`config.mk`:
```
export PLATFORM = sky130hd
export DESIGN_NAME = lutram_dp
export DESIGN_NICKNAME = d
export VERILOG_FILES = /design/src/rtl/lutram_pkg.sv /design/src/rtl/lutram_rst_sync.sv /design/src/rtl/lutram_store.sv /design/src/rtl/lutram_rd_stage.sv /design/src/rtl/lutram_dp.sv
export SDC_FILE = /design/constraint.sdc
export NUM_CORES = 1
export LEC_CHECK = 0
export ABC_AREA = 1
export BUFFER_PORTS_ARGS = -buffer_cell sky130_fd_sc_hd__buf_2
export CAP_MARGIN = 20
export CORE_ASPECT_RATIO = 1.75
export CORE_MARGIN = 4
export CORE_UTILIZATION = 40
export DETAILED_ROUTE_END_ITERATION = 7
export PLACE_DENSITY = 0.68
export SETUP_SLACK_MARGIN = 0.4
export SLEW_MARGIN = 20
export SYNTH_ARGS = -nofsm -noshare
export SYNTH_HDL_FRONTEND = slang
export SYNTH_HIERARCHICAL = 1
export SYNTH_SLANG_ARGS = --single-unit
```
`constraint.sdc`:
```
create_clock -name wr_clk -period 2.4 [get_ports wr_clk]
set_input_delay 0.24 -clock wr_clk [delete_from_list [all_inputs] [get_ports wr_clk]]
set_output_delay 0.24 -clock wr_clk [all_outputs]
set_load 0.005 [all_outputs]
```
`src/rtl/lutram_pkg.sv`:
```
package lutram_pkg;

  // How a read port presents its data.
  typedef enum logic {
    RD_COMB = 1'b0,
    RD_REG  = 1'b1
  } rd_mode_e;

  // Depth of the reset release chain, in active clock edges.
  localparam int unsigned RST_SYNC_STAGES = 2;

endpackage

```
`src/rtl/lutram_rst_sync.sv`:
```
module lutram_rst_sync
  import lutram_pkg::*;
(
  input  logic clk_i,
  input  logic arst_ni,
  output logic rst_sync_no
);

  logic [RST_SYNC_STAGES-1:0] chain_q;
  logic [RST_SYNC_STAGES-1:0] chain_d;

  always_comb begin
    chain_d = {chain_q[RST_SYNC_STAGES-2:0], 1'b1};
  end

  always_ff @(posedge clk_i or negedge arst_ni) begin
    if (!arst_ni) begin
      chain_q <= '0;
    end else begin
      chain_q <= chain_d;
    end
  end

  assign rst_sync_no = chain_q[RST_SYNC_STAGES-1];

endmodule

```
`src/rtl/lutram_store.sv`:
```
module lutram_store #(
  parameter int unsigned DATA_W = 1,
  parameter int unsigned ADDR_W = 4,
  parameter logic [(2**ADDR_W)*DATA_W-1:0] INIT = '0
) (
  input  logic              clk_i,
  input  logic              wr_act_i,
  input  logic [ADDR_W-1:0] wr_addr_i,
  input  logic [DATA_W-1:0] wr_data_i,
  input  logic [ADDR_W-1:0] rd0_addr_i,
  input  logic [ADDR_W-1:0] rd1_addr_i,
  output logic [DATA_W-1:0] rd0_data_o,
  output logic [DATA_W-1:0] rd1_data_o
);

  localparam int unsigned DEPTH = 2**ADDR_W;

  logic [DATA_W-1:0] mem_q [DEPTH];
  logic [DATA_W-1:0] mem_d [DEPTH];

  // Power-up contents of the array; the array has no reset.
  initial begin
    for (int i = 0; i < DEPTH; i++) begin
      mem_q[i] = INIT[i*DATA_W +: DATA_W];
    end
  end

  always_comb begin
    for (int i = 0; i < DEPTH; i++) begin
      mem_d[i] = mem_q[i];
    end
    if (wr_act_i) begin
      mem_d[wr_addr_i] = wr_data_i;
    end
  end

  always_ff @(posedge clk_i) begin
    for (int i = 0; i < DEPTH; i++) begin
      mem_q[i] <= mem_d[i];
    end
  end

  assign rd0_data_o = mem_q[rd0_addr_i];
  assign rd1_data_o = mem_q[rd1_addr_i];

endmodule

```
`src/rtl/lutram_rd_stage.sv`:
```
module lutram_rd_stage
  import lutram_pkg::*;
#(
  parameter int unsigned DATA_W = 1,
  parameter rd_mode_e    MODE   = RD_COMB
) (
  input  logic              clk_i,
  input  logic              rst_ni,
  input  logic [DATA_W-1:0] raw_i,
  output logic [DATA_W-1:0] q_o
);

  generate
    if (MODE == RD_REG) begin : g_reg
      logic              ce;
      logic [DATA_W-1:0] q_d;
      logic [DATA_W-1:0] q_q;

      assign ce = 1'b1;

      always_comb begin
        q_d = q_q;
        if (ce) begin
          q_d = raw_i;
        end
      end

      always_ff @(posedge clk_i or negedge rst_ni) begin
        if (!rst_ni) begin
          q_q <= '0;
        end else begin
          q_q <= q_d;
        end
      end

      assign q_o = q_q;
    end else begin : g_comb
      logic unused_ctl;
      assign unused_ctl = clk_i ^ rst_ni;
      assign q_o        = raw_i;
    end
  endgenerate

endmodule

```
`src/rtl/lutram_dp.sv`:
```
module lutram_dp
  import lutram_pkg::*;
#(
  parameter int unsigned DATA_W  = 1,
  parameter int unsigned ADDR_W  = 4,
  parameter logic [(2**ADDR_W)*DATA_W-1:0] INIT = '0,
  parameter bit          CLK_INV = 1'b0,
  parameter bit          WE_INV  = 1'b0,
  parameter rd_mode_e    RW_MODE = RD_COMB,
  parameter rd_mode_e    RO_MODE = RD_COMB
) (
  input  logic              wr_clk,
  input  logic              rst_n,
  input  logic              wr_en,
  input  logic [DATA_W-1:0] wr_data,
  input  logic [ADDR_W-1:0] rw_addr,
  input  logic [ADDR_W-1:0] ro_addr,
  output logic [DATA_W-1:0] rw_q,
  output logic [DATA_W-1:0] ro_q
);

  logic              clk_act;
  logic              wr_act;
  logic              rst_sync_n;
  logic [DATA_W-1:0] rw_raw;
  logic [DATA_W-1:0] ro_raw;

  // Polarity is resolved once, so everything below runs on rising edges
  // with an active-high enable.
  assign clk_act = wr_clk ^ CLK_INV;
  assign wr_act  = wr_en ^ WE_INV;

  lutram_rst_sync u_rst_sync (
    .clk_i       (clk_act),
    .arst_ni     (rst_n),
    .rst_sync_no (rst_sync_n)
  );

  lutram_store #(
    .DATA_W (DATA_W),
    .ADDR_W (ADDR_W),
    .INIT   (INIT)
  ) u_store (
    .clk_i      (clk_act),
    .wr_act_i   (wr_act),
    .wr_addr_i  (rw_addr),
    .wr_data_i  (wr_data),
    .rd0_addr_i (rw_addr),
    .rd1_addr_i (ro_addr),
    .rd0_data_o (rw_raw),
    .rd1_data_o (ro_raw)
  );

  lutram_rd_stage #(
    .DATA_W (DATA_W),
    .MODE   (RW_MODE)
  ) u_rw_stage (
    .clk_i  (clk_act),
    .rst_ni (rst_sync_n),
    .raw_i  (rw_raw),
    .q_o    (rw_q)
  );

  lutram_rd_stage #(
    .DATA_W (DATA_W),
    .MODE   (RO_MODE)
  ) u_ro_stage (
    .clk_i  (clk_act),
    .rst_ni (rst_sync_n),
    .raw_i  (ro_raw),
    .q_o    (ro_q)
  );

endmodule

```
## Word level (Yosys, flattened, before mapping)

Memories as Yosys holds them, arrays and structs flattened.
Cells that the tools add are included.

| storage, ports and cells | value |
|---|---|
| bits in registers | 0 |
| memory bits (writable) | 16 |
| bits of input ports | 12 |
| output and inout port bits | 2 |
| memories kept | 1 |

Memory list:

| name | words | width | read ports | clocked after memory_dff | write ports | line | text |
|---|---|---|---|---|---|---|---|
| u_store.mem_q | 16 | 1 | 18 | 0 | 16 | lutram_store.sv:18 | `logic [DATA_W-1:0] mem_q [DEPTH];` |

| cells by class | value |
|---|---|
| $lt $le $gt $ge | 2 |
| muxes and demuxes | 4 |
| bitwise operators | 1 |
| reduce and logical (&&, ||, !) cells | 1 |

Operator list:

| kind | count |
|---|---|
| bitwise mux 16 bit | 1 |
| two-way mux 16 bit | 1 |
| greater-or-equal comparator 5 bit, second input constant | 1 |
| less-than comparator 5 x 1 -> 1 bit, second input constant | 1 |
| NOT 4 -> 5 bit | 1 |
| demux 1 bit (select 4 bit) | 1 |
| logical AND 1 bit | 1 |
| two-way mux 1 bit | 1 |

## Depth between registers and ports, before layout

Gate-level depths: netlist of run 1.

| depth | value |
|---|---|
| depth in word-level cells | 7 |
| gate-level depth with buffers | 8 |
| mapped depth without buffers | 6 |

## Modules after synthesis

The synthesis of run 1 kept the hierarchy.

By module, submodules not included:

| module | times used | cells each | area each (um^2) | seq. area each (um^2) |
|---|---|---|---|---|
| lutram_store | 1 | 131 | 998.5 | 480.5 |
| lutram_rst_sync | 1 | 3 | 53.8 | 50.0 |
| lutram_rd_stage | 2 | 1 | 7.5 | 0.0 |

## Least setup slack after synthesis of run 1

Ideal clock, no wire load.

| timing path | value |
|---|---|
| path kind | input -> output |
| from | in ro_addr[0] |
| to | out ro_q |
| arrival | 0.832 ns |
| slack | 1.328 ns |
| stages | 8 |
| buffers on the path | 2 |
| path through | buf_6 > inv_4 > nand2_1 > nand3_1 > nand3_1 > nand3_1 > nand2_1 > buf_4 |

| on the way | value |
|---|---|
| word-level cells in the longest chain between the ends | 1 |

Ends and longest elaborated chain:

| element | line | text |
|---|---|---|
| start, declared | lutram_dp.sv:17 | `input logic [ADDR_W-1:0] ro_addr,` |
| memory read (16 x 1 bit) | n/a |  |
| end, declared | lutram_dp.sv:19 | `output logic [DATA_W-1:0] ro_q` |

Every way passes these cells.

==> results.json, run 1 <==
{
  "outcome": "finished clean",
  "rsz0062_at_grt": "no",
  "maxSlewViolCount": 0,
  "period_minus_slack_ns": 1.40,
  "required_ns": 2.16,
  "firstDrtPassIters": 4,
  "end_kind": "primary output",
  "p_leak_uw": 0.000519,
  "hp-class": "in2reg",
  "cts_buffer_depth": 2,
  "die_w_um": 46.1,
  "setup-violations-final": 0,
  "grt_start_max_net_pins": 17,
  "via_per_inst": 5.12,
  "max-slew-margin-rel_pct": 82.5,
  "fmax_mhz": 712,
  "fp.dieH_um": 74.6,
  "htree_levels": 1,
  "arrival_ns": 1.16,
  "dp_slack_ns": 1.11,
  "hold_path_depth": 1,
  "drc": 0,
  "cp-start-kind": "flop",
  "worst_pin_slew_ns": 0.262,
  "regMostFlops": "u_store/mem_q",
  "crit_path_max_fanout": 2,
  "syn_inst": 133,
  "grt_pass1_wl_um": 3420,
  "antenna_found_initial": 0,
  "drtIter0Drc": 15,
  "die_area_um2": 3430,
  "holdBufCountCts": 0,
  "area_growth_pct": 9.38,
  "ant_nets": 0,
  "hold_violations": 0,
  "post_cts_buffers": 0,
  "p_per_area_nw_per_um2": 534,
  "cts_resized": 0,
  "period_share_pct": 58.5,
  "drv_cap": 0,
  "cts.clk_slew.worst_paths_ns": 0.06,
  "track_usage_pct": 14.0,
  "cts_tree": "yes",
  "dr_total_vias": 865,
  "syn-num-nets": 145,
  "overflow": 0,
  "crit_type": "reg2out",
  "drive_above_1_share_pct": 20.1,
  "p_total_uw": 593,
  "clkSinkCount": 16,
  "wire_per_inst_um": 11.8,
  "fin_tns_setup_ns": 0,
  "reg.largest.list": "u_store/mem_q: 16 flops",
  "drt_wl_total_um": 2000,
  "io_pins": 14,
  "syn_area_um2": 1010,
  "syn_area_per_cell_um2": 7.62,
  "largest_reg_flops": 16,
  "yosys_warnings": 6,
  "core_area_um2": 2360,
  "fill_cells": 248,
  "hpwl_um": 1630,
  "numCtsBuffers": 3,
  "rows": 23,
  "start_util_pct": 42.9,
  "finalWorstSetupSlack_ns": 0.995,
  "grt_pass1_vias": 873,
  "peakVddDrop_mv": 0.334,
  "gp_congestion": 0.785,
  "final_nets": 158,
  "cts_root_buf": "clkbuf_8",
  "numPortBuffers": 12,
  "diodes": 0
}
[per-stage QoR]
step	cells	utilization (%)	area (µm²)	hold WS (ns)
finish	169	47.0	1110	0.366
floorplan	133	-	1010	0.339
CTS	169	47.0	1110	0.361
global placement	166	45.2	1070	0.613
global route	169	47.0	1110	0.374
detailed placement	166	45.2	1070	0.630
[cells in the final DEF (no fill, tap or decap), types with 2 or more instances in the layout]
master / instances
nand3_2: 2
inv_1: 17
inv_2: 6
nand3b_1: 2
nor2_1: 17
edfxtp_1: 16
clkbuf_8: 3
nand2_2: 4
nand3_1: 27
nand2_1: 35
buf_2: 12
[where the power goes]
| part | total (µW) | leakage (µW) | switching, µW | internal, µW |
|---|---|---|---|---|
| sequential | 315 | 0.000145 | 1.50 | 313 |
| clock | 196 | 0.0000216 | 84.4 | 111 |
| combinational | 81.7 | 0.000353 | 53.2 | 28.5 |
| total | 593 | 0.000519 | 139 | 453 |
[cell type report]
class	instances	area, µm²	area share (%)
Tap cell	25	31.3	2.82
Sequential cell	16	480	43.3
Timing Repair Buffer	12	60.1	5.42
Clock buffer	3	41.3	3.72
Inverter	26	105	9.48
Multi-Input combinational cell	87	390	35.2
[worst paths after layout]
path                       start                          end  slack (ns)
max   u_store/mem_q[3]$_DFFE_PP_                         rw_q         1.0
min                      wr_data  u_store/mem_q[15]$_DFFE_PP_        0.37
[worst max-delay path, stage by stage (launching register included)]
cell	delay [ns]
edfxtp_1	0.36
inv_1	0.08
nand2_1	0.05
nand3_1	0.09
nand3_1	0.07
nand3_1	0.08
nand2_1	0.06
buf_2	0.12
[layer usage]
metal / up-vias / track usage [%] / wire, µm
li1: 440 / - / -
met1: 400 / 13.1 / 694
met2: 20 / 25.6 / 1140
met3: 5 / 1.94 / 105
met4: 0 / 10.1 / 62
met5: - / 0 / 0
Power figures use the tool's default switching activity.
==> run 2, diff against run 1 <==
--- a/config.mk
+++ b/config.mk
@@ -5,7 +5,7 @@
 export SDC_FILE = /design/constraint.sdc
 export NUM_CORES = 1
 export LEC_CHECK = 0
-export ABC_AREA = 1
+export ABC_AREA = 0
 export BUFFER_PORTS_ARGS = -buffer_cell sky130_fd_sc_hd__buf_2
 export CAP_MARGIN = 20
 export CORE_ASPECT_RATIO = 1.75
==> constraint.sdc (replaced) <==
create_clock -name wr_clk -period 1.4 [get_ports wr_clk]
set_input_delay 0.14 -clock wr_clk [delete_from_list [all_inputs] [get_ports wr_clk]]
set_output_delay 0.14 -clock wr_clk [all_outputs]
set_load 0.005 [all_outputs]
==> results.json, run 2 <==
{
  "wire_per_inst_um": 17.3,
  "cp-start-kind": "flop",
  "core_area_um2": 2120,
  "diodes": 0,
  "met2_usage_pct": 22.6,
  "maxSlewViolCount": 0,
  "p_per_area_nw_per_um2": 924,
  "cts_root_buf": "clkbuf_4",
  "gp_congestion": 0.809,
  "crit_path_max_fanout": 2,
  "regMostFlops": "u_store/mem_q",
  "drt_wl_total_um": 1660,
  "grt_pass1_vias": 622,
  "drtIter0Drc": 18,
  "syn-num-nets": 72,
  "grt_start_max_net_pins": 17,
  "crit_chain": "mux4_2 -> mux2i_1 -> mux2i_1 -> buf_2",
  "io_pins": 14,
  "startpoint": "u_store/mem_q[15]$_DFFE_PP_",
  "setup-violations-final": 2,
  "antenna_found_initial": 0,
  "grtUsageMet3_pct": 1.78,
  "numPortBuffers": 12,
  "dpl-instance-area_um2": 943,
  "overflow": 0,
  "layout_commonest_cell": "edfxtp_1",
  "numCtsBuffers": 3,
  "drc": 0,
  "track_usage_pct": 11.9,
  "design_area_um2": 966,
  "rsz0062_at_grt": "yes",
  "syn_inst": 60,
  "fmax_mhz": 600,
  "dr_total_vias": 575,
  "arrival_ns": 1.53,
  "crit_family": "multiplexers",
  "final_nets": 86,
  "failed_checks": "negative setup slack",
  "crit_path_frequent_cell": "mux2i_1",
  "cts_tree": "yes",
  "htree_levels": 1,
  "required_ns": 1.26,
  "max-slew-margin-rel_pct": 79.6,
  "finalWorstSetupSlack_ns": -0.268,
  "cts.clk_slew.worst_paths_ns": 0.08,
  "worst_pin_slew_ns": 0.303,
  "crit_type": "reg2out",
  "hpwl_um": 1250,
  "period_minus_slack_ns": 1.67,
  "p_leak_uw": 0.000328,
  "clkSinkCount": 16,
  "met1_usage_pct": 10.6,
  "rows": 22,
  "cp_slowest_cell": "mux4_2",
  "peakVddDrop_mv": 0.429,
  "area_growth_pct": 7.52,
  "slowest_delay_ns": 0.47,
  "hold_violations": 0,
  "reg.largest.list": "u_store/mem_q: 16 flops",
  "end_kind": "primary output",
  "holdBufCountCts": 0,
  "syn_area_um2": 898,
  "die_w_um": 43.8,
  "mostFrequentLayoutCells": "edfxtp_1, buf_2, nor3_1, mux4_2",
  "fp.dieH_um": 70.7,
  "syn_area_per_cell_um2": 15.0,
  "largest_reg_flops": 16,
  "start_util_pct": 42.4,
  "outcome": "finished with violations",
  "crit_end": "rw_q",
  "path_depth": 4,
  "p_total_uw": 893,
  "busiest_layer": "met2",
  "drive_above_1_share_pct": 33.3,
  "grt_pass1_wl_um": 2680,
  "post_cts_buffers": 0,
  "cp_num_buf_inv": 1,
  "drv_cap": 0,
  "yosys_warnings": 6,
  "ant_nets": 0,
  "die_area_um2": 3100,
  "firstDrtPassIters": 4,
  "cts_buffer_depth": 2,
  "via_per_inst": 5.99,
  "hp-class": "in2reg",
  "period_share_pct": 119
}
[run 2: cell count changes in the layout (fill, tap and decap cells not counted), sizes merged, moves of 2 or more]
cell,before,now
nor2,17,6
nor3,0,8
inv,25,0
nand2b,0,3
mux4,0,8
nand2,39,4
mux2i,0,6
nand3b,2,0
nor4,0,2
nand3,29,2
[run 2: worst min path at each step]
stage                     startpoint                           to  cells after the start
final                        wr_data  u_store/mem_q[15]$_DFFE_PP_                      1
after global routing         wr_data   u_store/mem_q[7]$_DFFE_PP_                      1
after CTS                    wr_data  u_store/mem_q[15]$_DFFE_PP_                      1
after detailed placement     wr_data   u_store/mem_q[6]$_DFFE_PP_                      1
after global placement       wr_data   u_store/mem_q[6]$_DFFE_PP_                      1
after floorplan              wr_data   u_store/mem_q[0]$_DFFE_PP_                      0
[run 2: final cells by class]
type	count	area, µm²
fill	199	1150
sequential	16	480
multi-input combinational	40	365
timing repair buffer	13	67.6
tap	24	30.0
clock buffer	3	22.5
[run 2: what timing repair did]
item                                    in CTS  in global routing
endpoints found under the setup margin       2                  2
resized for setup                            0                  0
pin swaps                                    0                  0
[run 2: stage by stage]
| step | utilization (%) | instances | setup TNS, ns | hold WS (ns) | setup WS, ns |
|---|---|---|---|---|---|
| floorplan | - | 60 | 0 | 0.239 | 0.118 |
| global placement | 44.5 | 93 | -0.0123 | 0.516 | -0.0123 |
| detailed placement | 44.5 | 93 | -0.0139 | 0.533 | -0.0139 |
| CTS | 45.6 | 96 | -0.575 | 0.229 | -0.293 |
| global route | 45.6 | 96 | -0.709 | 0.240 | -0.365 |
| finish | 45.6 | 96 | -0.524 | 0.237 | -0.268 |
[run 2: power breakdown]
part,internal (µW),switching (µW)
combinational,57.8,65.3
sequential,536,3.35
clock,99.7,130
total,694,199
[run 2: per-layer routing]
| metal | vias up | wire [µm] | part of all wire, % |
|---|---|---|---|
| li1 | 265 | - | - |
| met1 | 280 | 567 | 34 |
| met2 | 22 | 963 | 58 |
| met3 | 8 | 88 | 5.3 |
| met4 | 0 | 38 | 2.3 |
| met5 | - | 0 | 0 |
==> run 3, diff against run 2 <==
--- a/config.mk
+++ b/config.mk
@@ -10,9 +10,9 @@
 export CAP_MARGIN = 20
 export CORE_ASPECT_RATIO = 1.75
 export CORE_MARGIN = 4
-export CORE_UTILIZATION = 40
+export CORE_UTILIZATION = 30
 export DETAILED_ROUTE_END_ITERATION = 7
-export PLACE_DENSITY = 0.68
+export PLACE_DENSITY = 0.56
 export SETUP_SLACK_MARGIN = 0.4
 export SLEW_MARGIN = 20
 export SYNTH_ARGS = -nofsm -noshare
==> results.json, run 3 (synthesized netlist as in run 2, its figures left out) <==
{
  "outcome": "finished with violations",
  "failed_checks": "negative setup slack",
  "period_share_pct": 118,
  "clkPwrFrac_pct": 33.1,
  "p_sw_uw": 207,
  "numPortBuffers": 12,
  "max-slew-margin-rel_pct": 82.3,
  "reg.largest.list": "u_store/mem_q: 16 flops",
  "regMostFlops": "u_store/mem_q",
  "mostFrequentLayoutCells": "edfxtp_1, buf_2, nor3_1, mux4_2, nor2_1",
  "grt_pass1_vias": 573,
  "via_per_inst": 5.38,
  "crit_type": "reg2out",
  "post_cts_buffers": 0,
  "rsz0062_at_grt": "yes",
  "grt_pass1_wl_um": 2660,
  "slowest_delay_ns": 0.49,
  "die_w_um": 49.4,
  "io_pins": 14,
  "dpl-instance-area_um2": 956,
  "final_nets": 87,
  "p_per_area_nw_per_um2": 995,
  "start_util_pct": 31.0,
  "drc": 0,
  "cts_resized": 0,
  "fill_cells": 271,
  "hold_violations": 0,
  "maxSlewViolCount": 0,
  "track_usage_pct": 9.46,
  "cts.clk_slew.worst_paths_ns": 0.06,
  "cp_num_buf_inv": 1,
  "p_leak_uw": 0.000339,
  "gp_congestion": 0.665,
  "p_seq_share_pct": 54.3,
  "die_area_um2": 3970,
  "numCtsBuffers": 3,
  "worst_pin_slew_ns": 0.263,
  "crit_chain": "mux4_2 -> mux2i_2 -> mux2i_1 -> buf_2",
  "cts_tree": "yes",
  "drive_above_1_share_pct": 35.6,
  "fp.dieH_um": 80.4,
  "finalWorstSetupSlack_ns": -0.256,
  "htree_levels": 1,
  "cp-start-kind": "flop",
  "required_ns": 1.26,
  "ant_nets": 0,
  "overflow": 0,
  "rows": 26,
  "dr_total_vias": 543,
  "cts_root_buf": "clkbuf_8",
  "drt_wl_total_um": 1590,
  "wire_per_inst_um": 15.8,
  "layout_commonest_cell": "edfxtp_1",
  "hpwl_um": 1290,
  "largest_reg_flops": 16,
  "drtIter0Drc": 11,
  "arrival_ns": 1.52,
  "fin_util_pct": 34.6,
  "finalNonFillerCells": 101,
  "fmax_mhz": 604,
  "period_minus_slack_ns": 1.66,
  "grt_start_max_net_pins": 17,
  "holdBufCountCts": 0,
  "dpl.cell_count": 98,
  "design_area_um2": 1000,
  "diodes": 0,
  "antenna_found_initial": 0,
  "crit_path_max_fanout": 2,
  "end_kind": "primary output",
  "area_growth_pct": 11.4,
  "swShare_pct": 20.8,
  "fin_tns_setup_ns": -0.437,
  "crit_family": "multiplexers",
  "cts_buffer_depth": 2,
  "internal_power_uw": 789,
  "peakVddDrop_mv": 0.315,
  "clkSinkCount": 16,
  "cp_slowest_cell": "mux4_2",
  "setup-violations-final": 2,
  "core_area_um2": 2900,
  "firstDrtPassIters": 4,
  "p_comb_share_pct": 12.6,
  "hp-class": "in2reg",
  "drv_cap": 0
}
-- run 3: cell types whose count changed in the layout (fill, tap and decap cells not counted) --
cell      change
mux2i_1       -1
mux2i_2       +1
clkbuf_8      +3
clkbuf_4      -3
buf_4         +1
-- run 3: final timing paths --
path,startpoint,end,slack (ns),cells after the start
hold / removal,wr_data,u_store/mem_q[12]$_DFFE_PP_,0.27,1
setup / recovery,u_store/mem_q[7]$_DFFE_PP_,rw_q,-0.26,4
-- run 3: power by group through the flow --
| stage | Combinational (µW) | Sequential, µW | Clock [µW] |
|---|---|---|---|
| 4_1_cts | 126 | 541 | 337 |
| 5_1_grt | 139 | 542 | 361 |
| 3_3_place_gp | 124 | 550 | 0 |
| 2_1_floorplan | 76.2 | 550 | 0 |
| 3_5_place_dp | 126 | 551 | 0 |
| 6_report | 125 | 541 | 330 |
-- run 3: stage by stage --
step	hold slack, ns	setup slack, ns	power (µW)
5_1_grt	0.289	-0.351	1040
2_1_floorplan	0.239	0.118	626
3_3_place_gp	0.523	-0.00990	675
4_1_cts	0.271	-0.291	1000
6_report	0.272	-0.256	996
3_5_place_dp	0.532	-0.0534	677
-- run 3: cell type report --
cell class	count	area [µm²]	area share [%]
Sequential cell	16	480	48.0
Tap cell	28	35.0	3.50
Clock buffer	3	41.3	4.13
Multi-Input combinational cell	40	369	36.9
Timing Repair Buffer	14	75.1	7.50
-- run 3: per-layer routing --
metal  up-vias  part of all wire (%)  wire length (µm)  GRT usage [%]
li1        266                     -                 -              -
met1       258                    34               541           8.59
met2        14                    59               942           18.4
met3         5                   3.1                49          0.742
met4         0                   3.7                59           7.69
met5         -                     0                 0              0
